### src/rtl/spi_rb_pkg.sv
package spi_rb_pkg;
    localparam int FRAME_BITS = 24;
    localparam int HEAD_BITS  = 7;
    localparam int ADDR_W     = 6;
    localparam int DATA_W     = 16;
    localparam int CNT_W      = $clog2(FRAME_BITS + 1);

    typedef enum logic [2:0] {
        FS_IDLE, FS_HEAD, FS_BODY, FS_FULL, FS_LONG
    } frame_state_e;

    typedef enum logic [1:0] {
        EV_GOOD, EV_SHORT, EV_LONG
    } evt_kind_e;

    localparam logic [ADDR_W-1:0] A_CTRL  = 6'h00;
    localparam logic [ADDR_W-1:0] A_ALARM = 6'h01;
    localparam logic [ADDR_W-1:0] A_MASK  = 6'h02;
    localparam logic [ADDR_W-1:0] A_ENA   = 6'h03;
    localparam logic [ADDR_W-1:0] A_LIN   = 6'h04;
    localparam logic [ADDR_W-1:0] A_LO    = 6'h05;
    localparam logic [ADDR_W-1:0] A_ADCC  = 6'h06;
    localparam logic [ADDR_W-1:0] A_ADCO  = 6'h0C;

    localparam logic [7:0] DEVICE_ID = 8'h0A;
endpackage

### src/rtl/spi_rb_sync.sv
module spi_rb_sync #(
    parameter int STAGES = 2
) (
    input  logic clk,
    input  logic rst_n,
    input  logic sclk,
    input  logic cs_n,
    input  logic mosi,
    output logic sclk_rise,
    output logic sclk_fall,
    output logic cs_active,
    output logic mosi_s
);
    localparam int LAST = STAGES - 1;
    localparam logic [2:0] PIPE_RST = 3'b010;  // {sclk, cs_n, mosi}

    logic [2:0] pipe [STAGES];
    logic       sclk_d;

    always_ff @(posedge clk or negedge rst_n) begin
        if (!rst_n) begin
            for (int i = 0; i < STAGES; i++) pipe[i] <= PIPE_RST;
            sclk_d <= 1'b0;
        end else begin
            pipe[0] <= {sclk, cs_n, mosi};
            for (int i = 1; i < STAGES; i++) pipe[i] <= pipe[i-1];
            sclk_d <= pipe[LAST][2];
        end
    end

    assign sclk_rise = pipe[LAST][2] & ~sclk_d;
    assign sclk_fall = ~pipe[LAST][2] & sclk_d;
    assign cs_active = ~pipe[LAST][1];
    assign mosi_s    = pipe[LAST][0];
endmodule

### src/rtl/spi_rb_frame.sv
module spi_rb_frame
    import spi_rb_pkg::*;
(
    input  logic                  clk,
    input  logic                  rst_n,
    input  logic                  sclk_rise,
    input  logic                  sclk_fall,
    input  logic                  cs_active,
    input  logic                  mosi_s,
    input  logic [DATA_W-1:0]     rd_data,
    output logic [ADDR_W-1:0]     rd_addr,
    output logic                  miso,
    output logic                  evt_valid,
    output evt_kind_e             evt_kind,
    output logic [FRAME_BITS-1:0] evt_word
);
    frame_state_e          state, state_nxt;
    logic [CNT_W-1:0]      bit_cnt;
    logic [FRAME_BITS-1:0] sh_in;
    logic [DATA_W-1:0]     sh_out;

    // state register
    always_ff @(posedge clk or negedge rst_n) begin
        if (!rst_n) state <= FS_IDLE;
        else        state <= state_nxt;
    end

    // transitions
    always_comb begin
        state_nxt = state;
        unique case (state)
            FS_IDLE: if (cs_active) state_nxt = FS_HEAD;
            FS_HEAD: begin
                if (!cs_active) state_nxt = FS_IDLE;
                else if (sclk_rise && bit_cnt == CNT_W'(HEAD_BITS - 1)) state_nxt = FS_BODY;
            end
            FS_BODY: begin
                if (!cs_active) state_nxt = FS_IDLE;
                else if (sclk_rise && bit_cnt == CNT_W'(FRAME_BITS - 1)) state_nxt = FS_FULL;
            end
            FS_FULL: begin
                if (!cs_active) state_nxt = FS_IDLE;
                else if (sclk_rise) state_nxt = FS_LONG;
            end
            FS_LONG: if (!cs_active) state_nxt = FS_IDLE;
            default: state_nxt = FS_IDLE;
        endcase
    end

    // outputs
    always_comb begin
        evt_valid = (state != FS_IDLE) && !cs_active;
        unique case (state)
            FS_FULL: evt_kind = EV_GOOD;
            FS_LONG: evt_kind = EV_LONG;
            default: evt_kind = EV_SHORT;
        endcase
    end

    // shift datapath
    always_ff @(posedge clk or negedge rst_n) begin
        if (!rst_n) begin
            bit_cnt <= '0;
            sh_in   <= '0;
            sh_out  <= '0;
        end else if (state == FS_IDLE) begin
            bit_cnt <= '0;
            sh_in   <= '0;
            sh_out  <= '0;
        end else if (!cs_active) begin
            sh_out  <= '0;
        end else begin
            if (sclk_rise && (state == FS_HEAD || state == FS_BODY)) begin
                sh_in   <= {sh_in[FRAME_BITS-2:0], mosi_s};
                bit_cnt <= bit_cnt + 1'b1;
            end
            if (sclk_fall) begin
                if (bit_cnt == CNT_W'(HEAD_BITS) && sh_in[HEAD_BITS-1])
                    sh_out <= rd_data;
                else
                    sh_out <= {sh_out[DATA_W-2:0], 1'b0};
            end
        end
    end

    assign rd_addr  = sh_in[ADDR_W-1:0];
    assign miso     = sh_out[DATA_W-1];
    assign evt_word = sh_in;
endmodule

### src/rtl/spi_rb_regs.sv
module spi_rb_regs
    import spi_rb_pkg::*;
#(
    parameter logic [3:0] REVISION    = 4'h3,
    parameter int         CONV_CYCLES = 500
) (
    input  logic                  clk,
    input  logic                  rst_n,
    input  logic                  evt_valid,
    input  evt_kind_e             evt_kind,
    input  logic [FRAME_BITS-1:0] evt_word,
    input  logic [ADDR_W-1:0]     rd_addr,
    input  logic [7:0]            det_level,
    output logic [DATA_W-1:0]     rd_data,
    output logic [8:0]            func_en,
    output logic                  alarm_irq,
    output logic                  soft_rst,
    output logic                  adc_done,
    output logic                  adc_all_on
);
    localparam int CONV_W = $clog2(CONV_CYCLES + 1);

    logic              ctrl_par, ctrl_srst;
    logic [3:0]        alarm, alarm_nxt, mask;   // {parity, few, many, range}
    logic [8:0]        ena;
    logic [7:0]        lin, lo_ph, adc_res;
    logic              lo_sb;
    logic [3:0]        adcc;
    logic              busy, all_q;
    logic [CONV_W-1:0] conv_cnt;

    logic [ADDR_W-1:0] w_addr;
    logic [DATA_W-1:0] w_data;
    logic              good_frame, par_bad, do_wr, ctrl_wr, w_mapped;

    function automatic logic mapped(input logic [ADDR_W-1:0] a);
        return (a <= A_ADCC) || (a == A_ADCO);
    endfunction

    function automatic logic [DATA_W-1:0] view(input logic [ADDR_W-1:0] a);
        case (a)
            A_CTRL:  return {ctrl_par, ctrl_srst, 2'b00, DEVICE_ID, REVISION};
            A_ALARM: return {alarm, 12'h000};
            A_MASK:  return {mask, 12'h000};
            A_ENA:   return {7'd0, ena};
            A_LIN:   return {8'd0, lin};
            A_LO:    return {5'd0, lo_sb, 2'b00, lo_ph};
            A_ADCC:  return {12'd0, adcc};
            A_ADCO:  return {7'd0, adc_done, adc_res};
            default: return '0;
        endcase
    endfunction

    assign w_addr     = evt_word[FRAME_BITS-2 -: ADDR_W];
    assign w_data     = evt_word[DATA_W:1];
    assign w_mapped   = mapped(w_addr);
    assign good_frame = evt_valid && evt_kind == EV_GOOD;
    assign par_bad    = ctrl_par && !(^evt_word);
    assign do_wr      = good_frame && !par_bad && !evt_word[FRAME_BITS-1] && w_mapped;
    assign ctrl_wr    = do_wr && w_addr == A_CTRL;

    always_comb begin
        alarm_nxt = alarm;
        if (do_wr && w_addr == A_ALARM) alarm_nxt = alarm & ~w_data[15:12];
        if (evt_valid) begin
            case (evt_kind)
                EV_SHORT: alarm_nxt[2] = 1'b1;
                EV_LONG:  alarm_nxt[1] = 1'b1;
                default: begin
                    if (par_bad)        alarm_nxt[3] = 1'b1;
                    else if (!w_mapped) alarm_nxt[0] = 1'b1;
                end
            endcase
        end
    end

    always_ff @(posedge clk or negedge rst_n) begin
        if (!rst_n) begin
            ctrl_par <= 1'b0; ctrl_srst <= 1'b0;
            alarm <= '0; mask <= '0; ena <= '0; lin <= '0;
            lo_sb <= 1'b0; lo_ph <= '0; adcc <= '0;
        end else begin
            if (ctrl_wr) {ctrl_par, ctrl_srst} <= w_data[15:14];
            if (ctrl_srst) begin
                alarm <= '0; mask <= '0; ena <= '0; lin <= '0;
                lo_sb <= 1'b0; lo_ph <= '0; adcc <= '0;
            end else begin
                alarm <= alarm_nxt;
                if (do_wr) begin
                    case (w_addr)
                        A_MASK: mask <= w_data[15:12];
                        A_ENA:  ena  <= w_data[8:0];
                        A_LIN:  lin  <= w_data[7:0];
                        A_LO: begin
                            lo_sb <= w_data[10];
                            lo_ph <= w_data[7:0];
                        end
                        A_ADCC: adcc <= w_data[3:0];
                        default: ;
                    endcase
                end
            end
        end
    end

    // modelled detector converter
    assign adc_all_on = &adcc[2:0];

    always_ff @(posedge clk or negedge rst_n) begin
        if (!rst_n) begin
            busy <= 1'b0; all_q <= 1'b0; conv_cnt <= '0;
            adc_done <= 1'b0; adc_res <= '0;
        end else if (ctrl_srst) begin
            busy <= 1'b0; all_q <= 1'b0; conv_cnt <= '0;
            adc_done <= 1'b0; adc_res <= '0;
        end else begin
            all_q <= adc_all_on;
            if (adc_all_on && !all_q) begin
                busy     <= 1'b1;
                conv_cnt <= '0;
                adc_done <= 1'b0;
            end else if (busy) begin
                if (!adc_all_on) begin
                    busy <= 1'b0;
                end else if (conv_cnt == CONV_W'(CONV_CYCLES - 1)) begin
                    busy     <= 1'b0;
                    adc_done <= 1'b1;
                    adc_res  <= det_level;
                end else begin
                    conv_cnt <= conv_cnt + 1'b1;
                end
            end
        end
    end

    assign rd_data   = view(rd_addr);
    assign func_en   = ena;
    assign alarm_irq = |(alarm & ~mask);
    assign soft_rst  = ctrl_srst;
endmodule

### src/rtl/spi_rb_slave.sv
module spi_rb_slave
    import spi_rb_pkg::*;
#(
    parameter int         SYNC_STAGES = 2,
    parameter logic [3:0] REVISION    = 4'h3,
    parameter int         CONV_CYCLES = 500
) (
    input  logic       clk,
    input  logic       rst_n,
    input  logic       spi_sclk,
    input  logic       spi_cs_n,
    input  logic       spi_mosi,
    output logic       spi_miso,
    input  logic [7:0] det_level,
    output logic [8:0] func_en,
    output logic       alarm_irq
);
    logic                  sclk_rise, sclk_fall, cs_active, mosi_s;
    logic [DATA_W-1:0]     rd_data;
    logic [ADDR_W-1:0]     rd_addr;
    logic                  evt_valid;
    evt_kind_e             evt_kind;
    logic [FRAME_BITS-1:0] evt_word;
    logic                  soft_rst, adc_done, adc_all_on;

    spi_rb_sync #(.STAGES(SYNC_STAGES)) u_sync (
        .clk(clk), .rst_n(rst_n),
        .sclk(spi_sclk), .cs_n(spi_cs_n), .mosi(spi_mosi),
        .sclk_rise(sclk_rise), .sclk_fall(sclk_fall),
        .cs_active(cs_active), .mosi_s(mosi_s)
    );

    spi_rb_frame u_frame (
        .clk(clk), .rst_n(rst_n),
        .sclk_rise(sclk_rise), .sclk_fall(sclk_fall),
        .cs_active(cs_active), .mosi_s(mosi_s),
        .rd_data(rd_data), .rd_addr(rd_addr), .miso(spi_miso),
        .evt_valid(evt_valid), .evt_kind(evt_kind), .evt_word(evt_word)
    );

    spi_rb_regs #(.REVISION(REVISION), .CONV_CYCLES(CONV_CYCLES)) u_regs (
        .clk(clk), .rst_n(rst_n),
        .evt_valid(evt_valid), .evt_kind(evt_kind), .evt_word(evt_word),
        .rd_addr(rd_addr), .det_level(det_level), .rd_data(rd_data),
        .func_en(func_en), .alarm_irq(alarm_irq),
        .soft_rst(soft_rst), .adc_done(adc_done), .adc_all_on(adc_all_on)
    );
endmodule

### config.mk
export PLATFORM = sky130hd
export DESIGN_NAME = spi_rb_slave
export DESIGN_NICKNAME = d
export VERILOG_FILES = /design/src/rtl/spi_rb_pkg.sv /design/src/rtl/spi_rb_sync.sv /design/src/rtl/spi_rb_frame.sv /design/src/rtl/spi_rb_regs.sv /design/src/rtl/spi_rb_slave.sv
export SDC_FILE = /design/constraint.sdc
export NUM_CORES = 1
export LEC_CHECK = 0
export BUFFER_PORTS_ARGS = -buffer_cell sky130_fd_sc_hd__clkbuf_2
export CAP_MARGIN = 25
export CORE_ASPECT_RATIO = 1.25
export CORE_UTILIZATION = 38
export DETAILED_ROUTE_END_ITERATION = 8
export PLACE_DENSITY = 0.62
export SETUP_SLACK_MARGIN = 0.1
export SYNTH_ARGS = -nofsm -noshare
export SYNTH_HDL_FRONTEND = slang
export SYNTH_SLANG_ARGS = --single-unit
### constraint.sdc
create_clock -name clk -period 2.7 [get_ports clk]
set_clock_uncertainty 0.05 [all_clocks]
set_input_delay 0.54 -clock clk [delete_from_list [all_inputs] [get_ports clk]]
set_output_delay 0.54 -clock clk [all_outputs]
set_load 0.02 [all_outputs]
==> metrics.txt <==
nature of the critical path startpoint flip-flop; drt total wl 14600 um; f_max 387 MHz; area grow syn2layout 21.3%; Clk Latency, worst-skew pair 0.41 ns; total number of vias 4613; Starting Density 39.3%; GRT busiest layer met2; family with the most delay on the worst path XOR/XNOR gates; fin. max-slew vios 0; Critical Path RT 2.94 ns; grt met3 use 5.42%; first-pass iteration count of the detailed router 9; core box area 14500 um^2; Final Instance Area 6930 um^2; Finished Layout Cells 814; total power 3.99 mW; async set-reset flop share out of synthesis 100%; final hold viol count 0; Post-synth EDFFs 0; RSZ-0062 raised after global routing yes; largest net degree at the start of global routing 57; largest fanout on the critical path 7; worst min-delay path class input pin to async pin; min Tclk post-route 2.58 ns; die area 15500 um^2; Comb pwr share 3.5%; initial antenna violation count 0; net count after synthesis 596; HPWL Detailed 9970 um; synth warn 0; outcome finished, violations left; Max Cap Viol 0; Residual DRC 3; Inst Count DP 766; critical path's slowest cell xnor3_2; row count 49; CP Buf/Inv Count 1; switching share of power 21.6%; VDD IR-drop max 424 uV; Avg WL per Cell 17.9 um; Post-synth top flop dfrtp_1; PwrDens 575 nW/um^2; GR Util All Layers 19.5%; synth cell count leaders 113 x dfrtp_1, 57 x nand2_1, 42 x a21oi_1; final worst path period share 95.6%; dpl cell area 6150 um^2; Final WS setup 0.118 ns; first-pass GRT wire length 23400 um; worst hold margin 0.0286 ns; routing usage on met2 31.2%; Die W 112 um; GRT met1 Usage 24.4%; gpl congestion 0.867; most frequent CP cell xnor2_1; cell taking the most area after synthesis dfrtp_1; Psw 0.861 mW; worst slack, placed -0.0468 ns; clk sinks 115; failing checks DRC; total gr overflow 0; Yosys cell types 52; worst-path cell chain inv_1, ha_4, xnor2_1, xnor2_1, xnor3_2, mux2_4, and3_4, mux2_1; Yosys top cell area share 49.5%; Max-slew headroom 53.1%; critical path startpoint u_frame.evt_word[4]$_DFFE_PN0P_; Leak Pwr 3.12 nW; ANT nets after route 0; hold buffer count at cts 0; synthesized cell area 5720 um^2; Die Ht 139 um; Worst Tran Pin Value 0.698 ns; H-tree levels 4; drt first-iter violations 328; Reg2Reg Setup Slack 0.12 ns; top-count cell post-synth dfrtp_1; #FFs+latches synth 115; nets 647; Root Buffer clkbuf_16; Avg Cell Area, Syn 9.99 um^2; clock network power share 52.1%; Worst EP arrival 2.82 ns; # setup viols final 0; cell count after synthesis 572; sequential share of the synthesized area 50.4%; total CTS buffers 17; Fillers 1332; n_diodes 0; cell internal pwr 3.12 mW; CTS tree built; I/O pin cnt 24; PortBufs 23; ranking of synthesized cells by area dfrtp_1 49%, mux2i_1 5.8%, nand2_1 3.7%, a21oi_1 3.7%, nand2b_1 3.6%; vias per cell 5.67; part of the power in registers 44.4%; CP endpoint kind flip-flop; RR Startpoint u_frame.evt_word[4]$_DFFE_PN0P_; critical path class flip-flop to flip-flop; layout cells sized above 1 18.2%; Longest Clk Path Bufs 2; Clock Pin Slew Worst Setup and Hold Paths 0.05 ns; vias in the first global route 4464; critical path's largest stage delay 0.45 ns
-- logic make-up (layout without fill, tap and decap cells) --
| group | Yosys count | after routing | share of synthesized area, % |
|---|---|---|---|
| buffers and inverters | 51 | 114 | 3.55 |
| adders and majority gates | 11 | 11 | 2.41 |
| and+or+nand+nor | 195 | 195 | 17.2 |
| muxes | 36 | 37 | 6.43 |
| xor gates and xnor gates | 25 | 25 | 4.81 |
| AOI/OAI and AO/OA | 139 | 139 | 15.2 |
| DFF | 115 | 115 | 50.4 |
-- final timing paths --
kind                                          endpoint  cells after the start
hold / removal                 u_sync.sclk_d$_DFF_PN0_                      1
min in group clk              u_sync.pipe[4]$_DFF_PN1_                      1
setup reg to reg           u_regs.soft_rst$_DFFE_PN0P_                      8
setup / recovery           u_regs.soft_rst$_DFFE_PN0P_                      8
hold reg to reg               u_sync.pipe[2]$_DFF_PN0_                      0
max in group asynchronous     u_sync.pipe[4]$_DFF_PN1_                      2
-- area by class of cell --
type	instances	area, um^2	area share (%)
clock inverter	6	57.6	0.830
clock buffer	26	489	7.06
inverter	16	60.1	0.866
multi-input combinational	407	2750	39.7
timing repair buffer	66	469	6.77
tap	178	223	3.21
sequential	115	2880	41.6
-- through the flow --
step	setup TNS [ns]	utilization (%)
finish	0	47.7
global placement	0	42.4
global route	0	47.7
detailed placement	-0.0943	42.4
CTS	0	46.2
floorplan	0	-
-- sequential cells by signal, summed over array words and instances (netlist names) --
signal            count
u_regs.func_en        9
u_regs.conv_cnt       9
u_regs.all_q          1
u_regs.alarm          4
u_regs.lo_sb          1
u_frame.evt_word     24
u_regs.adc_done       1
u_regs.mask           4
u_regs.lin            8
u_regs.lo_ph          8
u_sync.sclk_d         1
u_frame.state         3
u_regs.ctrl_par       1
u_frame.bit_cnt       5
u_frame.sh_out       16
u_sync.mosi_s         1
u_sync.pipe           5
u_regs.adc_res        8
u_regs.busy           1
u_regs.adcc           4
u_regs.soft_rst       1
-- layer usage --
metal	wire length, um	part of all wire [%]
met3	724	5.0
met5	0	0
met2	7080	49
met4	490	3.4
met1	6280	43
-- timing repair --
item | 4_1_cts | 5_1_grt
setup endpoints to repair | 12 | 38
gates resized for setup | 3 | 16
pin swaps | 0 | 5
gates cloned | 0 | 1
setup buffers | 0 | 15
-- worst register-to-register path: stages, from the launching register on --
cell     delay (ns)
dfrtp_1        0.41
inv_1          0.10
ha_4           0.20
xnor2_1        0.13
xnor2_1        0.24
xnor3_2        0.45
mux2_4         0.38
and3_4         0.17
mux2_1         0.31
-- power groups by stage --
stage	sequential [mW]	combinational [mW]	clock [mW]
global route	1.77	0.156	2.19
finish	1.77	0.139	2.08
CTS	1.77	0.132	2.11
detailed placement	1.80	0.131	0
floorplan	1.79	0.0595	0
global placement	1.80	0.126	0
-- layout by cell type, fill, tap and decap left out, drive strengths merged, types with 3 or more instances in the layout --
master	synthesis	layout
o21ai	37	37
ha	11	11
xnor2	12	12
xnor3	4	4
a221oi	4	4
mux2i	33	33
xor2	9	9
nor3	7	7
a21oi	42	42
inv	16	16
a22oi	23	23
dfrtp	113	113
mux2	3	4
buf	7	44
a31oi	6	6
nand3b	4	4
clkbuf	28	48
and3	7	7
clkinv	0	4
nor4	3	3
a222oi	4	4
nand4	14	14
nor2	34	34
nand3	17	17
nor2b	5	5
o22ai	5	5
nand2b	33	33
and2	3	3
a221o	3	3
nand2	57	57
Note: power is estimated with default switching activity, not from simulation.
